===== src/rtl/atc_pkg.sv =====
package atc_pkg;
    localparam logic [7:0] CODE_ARM    = 8'h55;
    localparam logic [7:0] CODE_DISARM = 8'hAA;
    localparam logic [7:0] GATE_CLOSE  = 8'h40;
    localparam logic [7:0] GATE_OPEN   = 8'h00;

    typedef enum logic [1:0] {
        CMD_NONE,
        CMD_ARM,
        CMD_DISARM,
        CMD_SINGLE
    } sw_cmd_e;

    typedef struct packed {
        logic active;
        logic req;
        logic done;
    } ctrl_s;
endpackage


===== src/rtl/atc_cmd_decode.sv =====
module atc_cmd_decode
    import atc_pkg::*;
(
    input  logic       clk,
    input  logic       rst_n,
    input  logic       cmd_wr,
    input  logic [7:0] cmd_data,
    input  logic       gate_wr,
    input  logic [7:0] gate_data,
    output sw_cmd_e    cmd,
    output logic       gate_closed
);
    logic closed_d, closed_q;

    always_comb begin
        closed_d = closed_q;
        if (gate_wr) begin
            if (gate_data == GATE_CLOSE)     closed_d = 1'b1;
            else if (gate_data == GATE_OPEN) closed_d = 1'b0;
        end
        cmd = CMD_NONE;
        if (cmd_wr && !closed_q) begin
            if (cmd_data == CODE_ARM)         cmd = CMD_ARM;
            else if (cmd_data == CODE_DISARM) cmd = CMD_DISARM;
            else                              cmd = CMD_SINGLE;
        end
    end

    always_ff @(posedge clk) begin
        if (!rst_n) closed_q <= 1'b0;
        else        closed_q <= closed_d;
    end

    assign gate_closed = closed_q;


    gate_close_chk: assert property (@(posedge clk) disable iff (!rst_n)
        (gate_wr && gate_data == GATE_CLOSE) |=> gate_closed);

    gate_open_chk: assert property (@(posedge clk) disable iff (!rst_n)
        (gate_wr && gate_data == GATE_OPEN) |=> !gate_closed);
endmodule


===== src/rtl/atc_frame_limit.sv =====
module atc_frame_limit #(
    parameter int CW = 32
) (
    input  logic          clk,
    input  logic          rst_n,
    input  logic          clr,
    input  logic          inc,
    input  logic [CW-1:0] limit,
    output logic          at_last
);
    localparam logic [CW-1:0] ONE = CW'(1);

    logic [CW-1:0] cnt_d, cnt_q;

    always_comb begin
        cnt_d = cnt_q;
        if (clr)      cnt_d = '0;
        else if (inc) cnt_d = cnt_q + ONE;
        at_last = (limit != '0) && (cnt_q == limit - ONE);
    end

    always_ff @(posedge clk) begin
        if (!rst_n) cnt_q <= '0;
        else        cnt_q <= cnt_d;
    end


    cnt_clear_chk: assert property (@(posedge clk) disable iff (!rst_n)
        clr |=> (cnt_q == '0));

    cnt_step_chk: assert property (@(posedge clk) disable iff (!rst_n)
        (inc && !clr) |=> (cnt_q == $past(cnt_q) + ONE));
endmodule


===== src/rtl/acq_trig_ctrl.sv =====
module acq_trig_ctrl
    import atc_pkg::*;
#(
    parameter int LIMIT_W = 32
) (
    input  logic               clk,
    input  logic               rst_n,
    input  logic               cmd_wr,
    input  logic [7:0]         cmd_data,
    input  logic               gate_wr,
    input  logic [7:0]         gate_data,
    input  logic               mode_counted,
    input  logic [LIMIT_W-1:0] frame_limit,
    input  logic               pacer_tick,
    input  logic               burst_done,
    input  logic               clr_done,
    output logic               frame_req,
    output logic               busy,
    output logic               frame_done
);
    sw_cmd_e cmd;
    logic    gate_closed;
    logic    at_last;
    logic    tick_ok;
    logic    limit_stop;
    ctrl_s   st_d, st_q;

    atc_cmd_decode u_dec (
        .clk        (clk),
        .rst_n      (rst_n),
        .cmd_wr     (cmd_wr),
        .cmd_data   (cmd_data),
        .gate_wr    (gate_wr),
        .gate_data  (gate_data),
        .cmd        (cmd),
        .gate_closed(gate_closed)
    );

    atc_frame_limit #(.CW(LIMIT_W)) u_lim (
        .clk    (clk),
        .rst_n  (rst_n),
        .clr    (cmd == CMD_ARM),
        .inc    (tick_ok),
        .limit  (frame_limit),
        .at_last(at_last)
    );

    always_comb begin
        st_d       = st_q;
        tick_ok    = pacer_tick && st_q.active && !gate_closed &&
                     (cmd == CMD_NONE || cmd == CMD_SINGLE);
        limit_stop = tick_ok && mode_counted && at_last;

        if (cmd == CMD_ARM)         st_d.active = 1'b1;
        else if (cmd == CMD_DISARM) st_d.active = 1'b0;
        else if (limit_stop)        st_d.active = 1'b0;

        st_d.req = tick_ok || (cmd == CMD_SINGLE);

        if (burst_done)    st_d.done = 1'b1;
        else if (clr_done) st_d.done = 1'b0;
    end

    always_ff @(posedge clk) begin
        if (!rst_n) st_q <= '0;
        else        st_q <= st_d;
    end

    assign frame_req  = st_q.req;
    assign busy       = st_q.active;
    assign frame_done = st_q.done;


    gated_req_chk: assert property (@(posedge clk) disable iff (!rst_n)
        frame_req |-> $past(!gate_closed));

    idle_tick_chk: assert property (@(posedge clk) disable iff (!rst_n)
        (frame_req && $past(cmd != CMD_SINGLE)) |-> $past(busy));

    busy_drop_chk: assert property (@(posedge clk) disable iff (!rst_n)
        $fell(busy) |-> $past(cmd == CMD_DISARM || (mode_counted && at_last && pacer_tick)));

    done_set_chk: assert property (@(posedge clk) disable iff (!rst_n)
        burst_done |=> frame_done);

    req_pulse_chk: assert property (@(posedge clk) disable iff (!rst_n)
        (frame_req && $past(!pacer_tick && !cmd_wr, 1)) |-> 1'b0 || $past(cmd == CMD_SINGLE) || $past(tick_ok));
endmodule


===== config.mk =====
export PLATFORM = sky130hd
export DESIGN_NAME = acq_trig_ctrl
export DESIGN_NICKNAME = d
export VERILOG_FILES = /design/src/rtl/atc_pkg.sv /design/src/rtl/atc_cmd_decode.sv /design/src/rtl/atc_frame_limit.sv /design/src/rtl/acq_trig_ctrl.sv
export SDC_FILE = /design/constraint.sdc
export NUM_CORES = 1
export LEC_CHECK = 0
export BUFFER_PORTS_ARGS = -buffer_cell sky130_fd_sc_hd__buf_2
export CAP_MARGIN = 30
export CORE_MARGIN = 2
export CORE_UTILIZATION = 30
export DETAILED_ROUTE_END_ITERATION = 12
export PLACE_DENSITY = 0.53
export SLEW_MARGIN = 5
export SYNTH_ARGS = -nofsm -noshare
export SYNTH_HDL_FRONTEND = slang
export SYNTH_SLANG_ARGS = --single-unit

===== constraint.sdc =====
create_clock -name clk -period 3.7 [get_ports clk]
set_input_delay 0 -clock clk [delete_from_list [all_inputs] [get_ports clk]]
set_output_delay 0 -clock clk [all_outputs]
set_load 0.05 [all_outputs]

==> run_results.csv <==
group,metric,value,unit
outcome,status,"complete, no violations",
layout,multiInputGateArea,0.00211,mm^2
grt,overflow,0,
sta,maxSlewViolCount,0,
layout,final_nets,504,
critical_path,crit_path_start_kind,"register",
critical_path,path_max_fanout,10,
clocking,post_cts_resized,0,
yosys,ys_ff_latch,36,
pwr,cellPowerDensity,230,mW/mm^2
floorplanning,die_w,103,um
flow_run,drv_cap,0,
critical_path,cp-startpoint,"u_dec.gate_closed",
route,vias,2959,
sta,tns,0,ps
route,drc,0,
critical_path,cp_data_required_time,3920,ps
pwr,combinationalPowerShare,0.178,
sta,tightest_slew,644,ps
layout,stdcell_area,0.00349,mm^2
yosys,yosys_warnings,0,
critical_path,worstReg2RegStart,"u_dec.gate_closed",
yosys,mappedNetlistArea,0.00294,mm^2
clocking,cts_tree,"done",
critical_path,crit_end,"u_lim.cnt_q[30]",
clocking,cts_buffer_depth,2,
clocking,clk_pin_slew,80,ps
floorplanning,dieArea,0.0106,mm^2
sta,period_minus_slack,2800,ps
pwr,cellLeakagePower,1.21,nW
grt,grt_pass1_wl,13500,um
sta,fin_skew,6.21,ps
yosys,syn_inst,380,
pwr,intPower,0.580,mW
floorplanning,start_util,0.305,
route,ant_nets,0,
floorplanning,dieHeight,103,um
min_path,min_path_type,"in2reg",
critical_path,path_depth,10,
route,routedWlPerCell,14.1,um
yosys,syn-num-nets,441,
placed_design,gp_congestion,0.810,
yosys,synth_edf_count,0,
floorplanning,core_area,0.00964,mm^2
clocking,htreeDepth,2,
critical_path,slowest_stage,"and4b_1",
layout,final_cell_mix,"buf_2, nor2_1, dfxtp_1",
critical_path,reg2reg_slack,900,ps
yosys,ys_seq_area_frac,0.246,
critical_path,cp.arrival,3020,ps
clocking,cts_setup_buffers,0,
critical_path,r2r_cells,10,
critical_path,timing.rr.end,"u_lim.cnt_q[30]",
yosys,async_flop_share,0,
placed_design,numPortBuffers,58,
route,drt_iter0_drc,92,
clocking,cts-root-buf,"clkbuf_8",
layout,fillerInstances,1057,
sta,period_share,0.757,
pwr,peakVddDrop,0.128,mV
sta,setup_viol,0,
layout,drive_above_1_share,0.185,
floorplanning,num_rows,36,
critical_path,cp_common_cell,"nand2_1",
floorplanning,io_pins,59,
placed_design,placed_cell_area,0.00337,mm^2
route,routed_wl,8110,um
critical_path,critPathBufInv,0,
pwr,sequentialPowerShare,0.486,
yosys,synthDistinctLibCells,57,
yosys,synth_flop_cell,"dfxtp_1",
critical_path,slowest_delay,410,ps
clocking,numCtsBuffers,5,
sta,hold_viol_final,0,
route,vias_per_cell,5.14,
sta,fmax,357,MHz
pwr,power_switching,0.225,mW
pwr,clkPwrFrac,0.336,
critical_path,critPathKind,"reg2reg",
layout,antenna_cells,0,
clocking,clkSinkCount,36,
layout,final_common_cell,"buf_2",
critical_path,endpoint_kind,"register",
grt,antenna_found_initial,1,
layout,seqCellArea,721,um^2
sta,rsz0062_at_grt,"no",
route,first_pass_iters,4,
critical_path,path_cells,"nor2b_1, nand2_1, ha_1, and4b_1, and3_1, nand2_1, nor2_1, nand3_1, or3_1, a21oi_1",
placed_design,dp_hpwl,6440,um
layout,area_growth,19.0,%
pwr,sw_frac_of_total,0.279,
grt,first_global_vias,2882,
grt,grt_max_degree,33,
clocking,clk_latency,290,ps
yosys,avgSynthCellArea,7.72,um^2
grt,grt_usage,0.162,
critical_path,cp_top_family,"simple AND/OR/NAND/NOR gates",
sta,max_slew_margin,0.569,
[Yosys cell counts (7+ instances only)]
master    number  area share
nor2b_1        8       0.017
a21oi_1       15       0.026
nor3_1        11       0.019
nand2_1       32       0.041
xor2_1        27       0.081
clkbuf_1       7      0.0090
dfxtp_1       36        0.25
nor4_1         8       0.017
or3_1         12       0.026
nor2_1        41       0.052
or4_1         11       0.028
nand4_1       10       0.021
xnor2_1       29       0.087
o21ai_0       14       0.024
inv_1         10       0.013
nand3_1       16       0.027
[cells by family after synthesis]
kind of cell | after synthesis | synth area share
AND/OR/NAND/NOR | 193 | 0.370
AO/OA/AOI/OAI | 63 | 0.145
XOR/XNOR | 56 | 0.167
flip-flops | 36 | 0.246
buffers and inverters | 23 | 0.0371
adder cells (fa/ha/maj) | 5 | 0.0213
multiplexers | 4 | 0.0136
[registers in the layout (all words and copies together), names as in the netlist]
signal,flops
busy,1
frame_done,1
frame_req,1
u_dec.gate_closed,1
u_lim.cnt_q,32
[how the worst min path moves through the flow]
stage,start,end,slack (ps),cells after the start
floorplan,rst_n,frame_done,120,1
global placement,burst_done,frame_done,210,2
detailed placement,burst_done,frame_done,220,2
CTS,gate_data[2],u_dec.gate_closed,100,5
global route,gate_data[1],u_dec.gate_closed,130,5
finish,gate_data[2],u_dec.gate_closed,100,5
[power groups by stage]
| stage | clock (mW) | combinational (mW) | sequential, mW |
|---|---|---|---|
| after floorplan | 0 | 0.0669 | 0.406 |
| after global placement | 0 | 0.137 | 0.400 |
| after detailed placement | 0 | 0.139 | 0.400 |
| after CTS | 0.282 | 0.143 | 0.391 |
| after global routing | 0.297 | 0.159 | 0.391 |
| final | 0.271 | 0.143 | 0.391 |
[layout make-up]
cell class              count  share of cell area
multi-input cells         321               0.603
clock buffers               6              0.0208
clock inverters             1             0.00143
flip-flops and latches     36               0.206
inverters                  10              0.0107
repair buffers             69               0.110
well taps                 133              0.0476
[tightest hold or removal path: stages]
cell	delay, ps
buf_2	70
nor4_1	40
nand2_1	60
nand2_1	40
a21boi_0	140
[per-stage QoR]
stage	hold slack (ps)	util	power, mW	cells	setup WS (ps)
finish	102	0.362	0.805	576	899
global route	134	0.362	0.848	576	561
CTS	102	0.362	0.816	576	879
detailed placement	216	0.349	0.539	564	725
global placement	212	0.349	0.537	564	734
floorplan	118	-	0.473	380	1130
[repair_timing]
item                                    CTS  global route
hold buffers                              5             0
endpoints found under the setup margin    0             0
hold endpoints to repair                  3             0
[layer usage]
layer  vias to the layer above  wire length (um)  track usage
met5                         -                11            0
met4                         2                84       0.0415
met3                         9               524       0.0393
met2                        80              3760        0.273
met1                      1347              3730        0.207
li1                       1521                 -            -
Power figures use the tool's default switching activity.
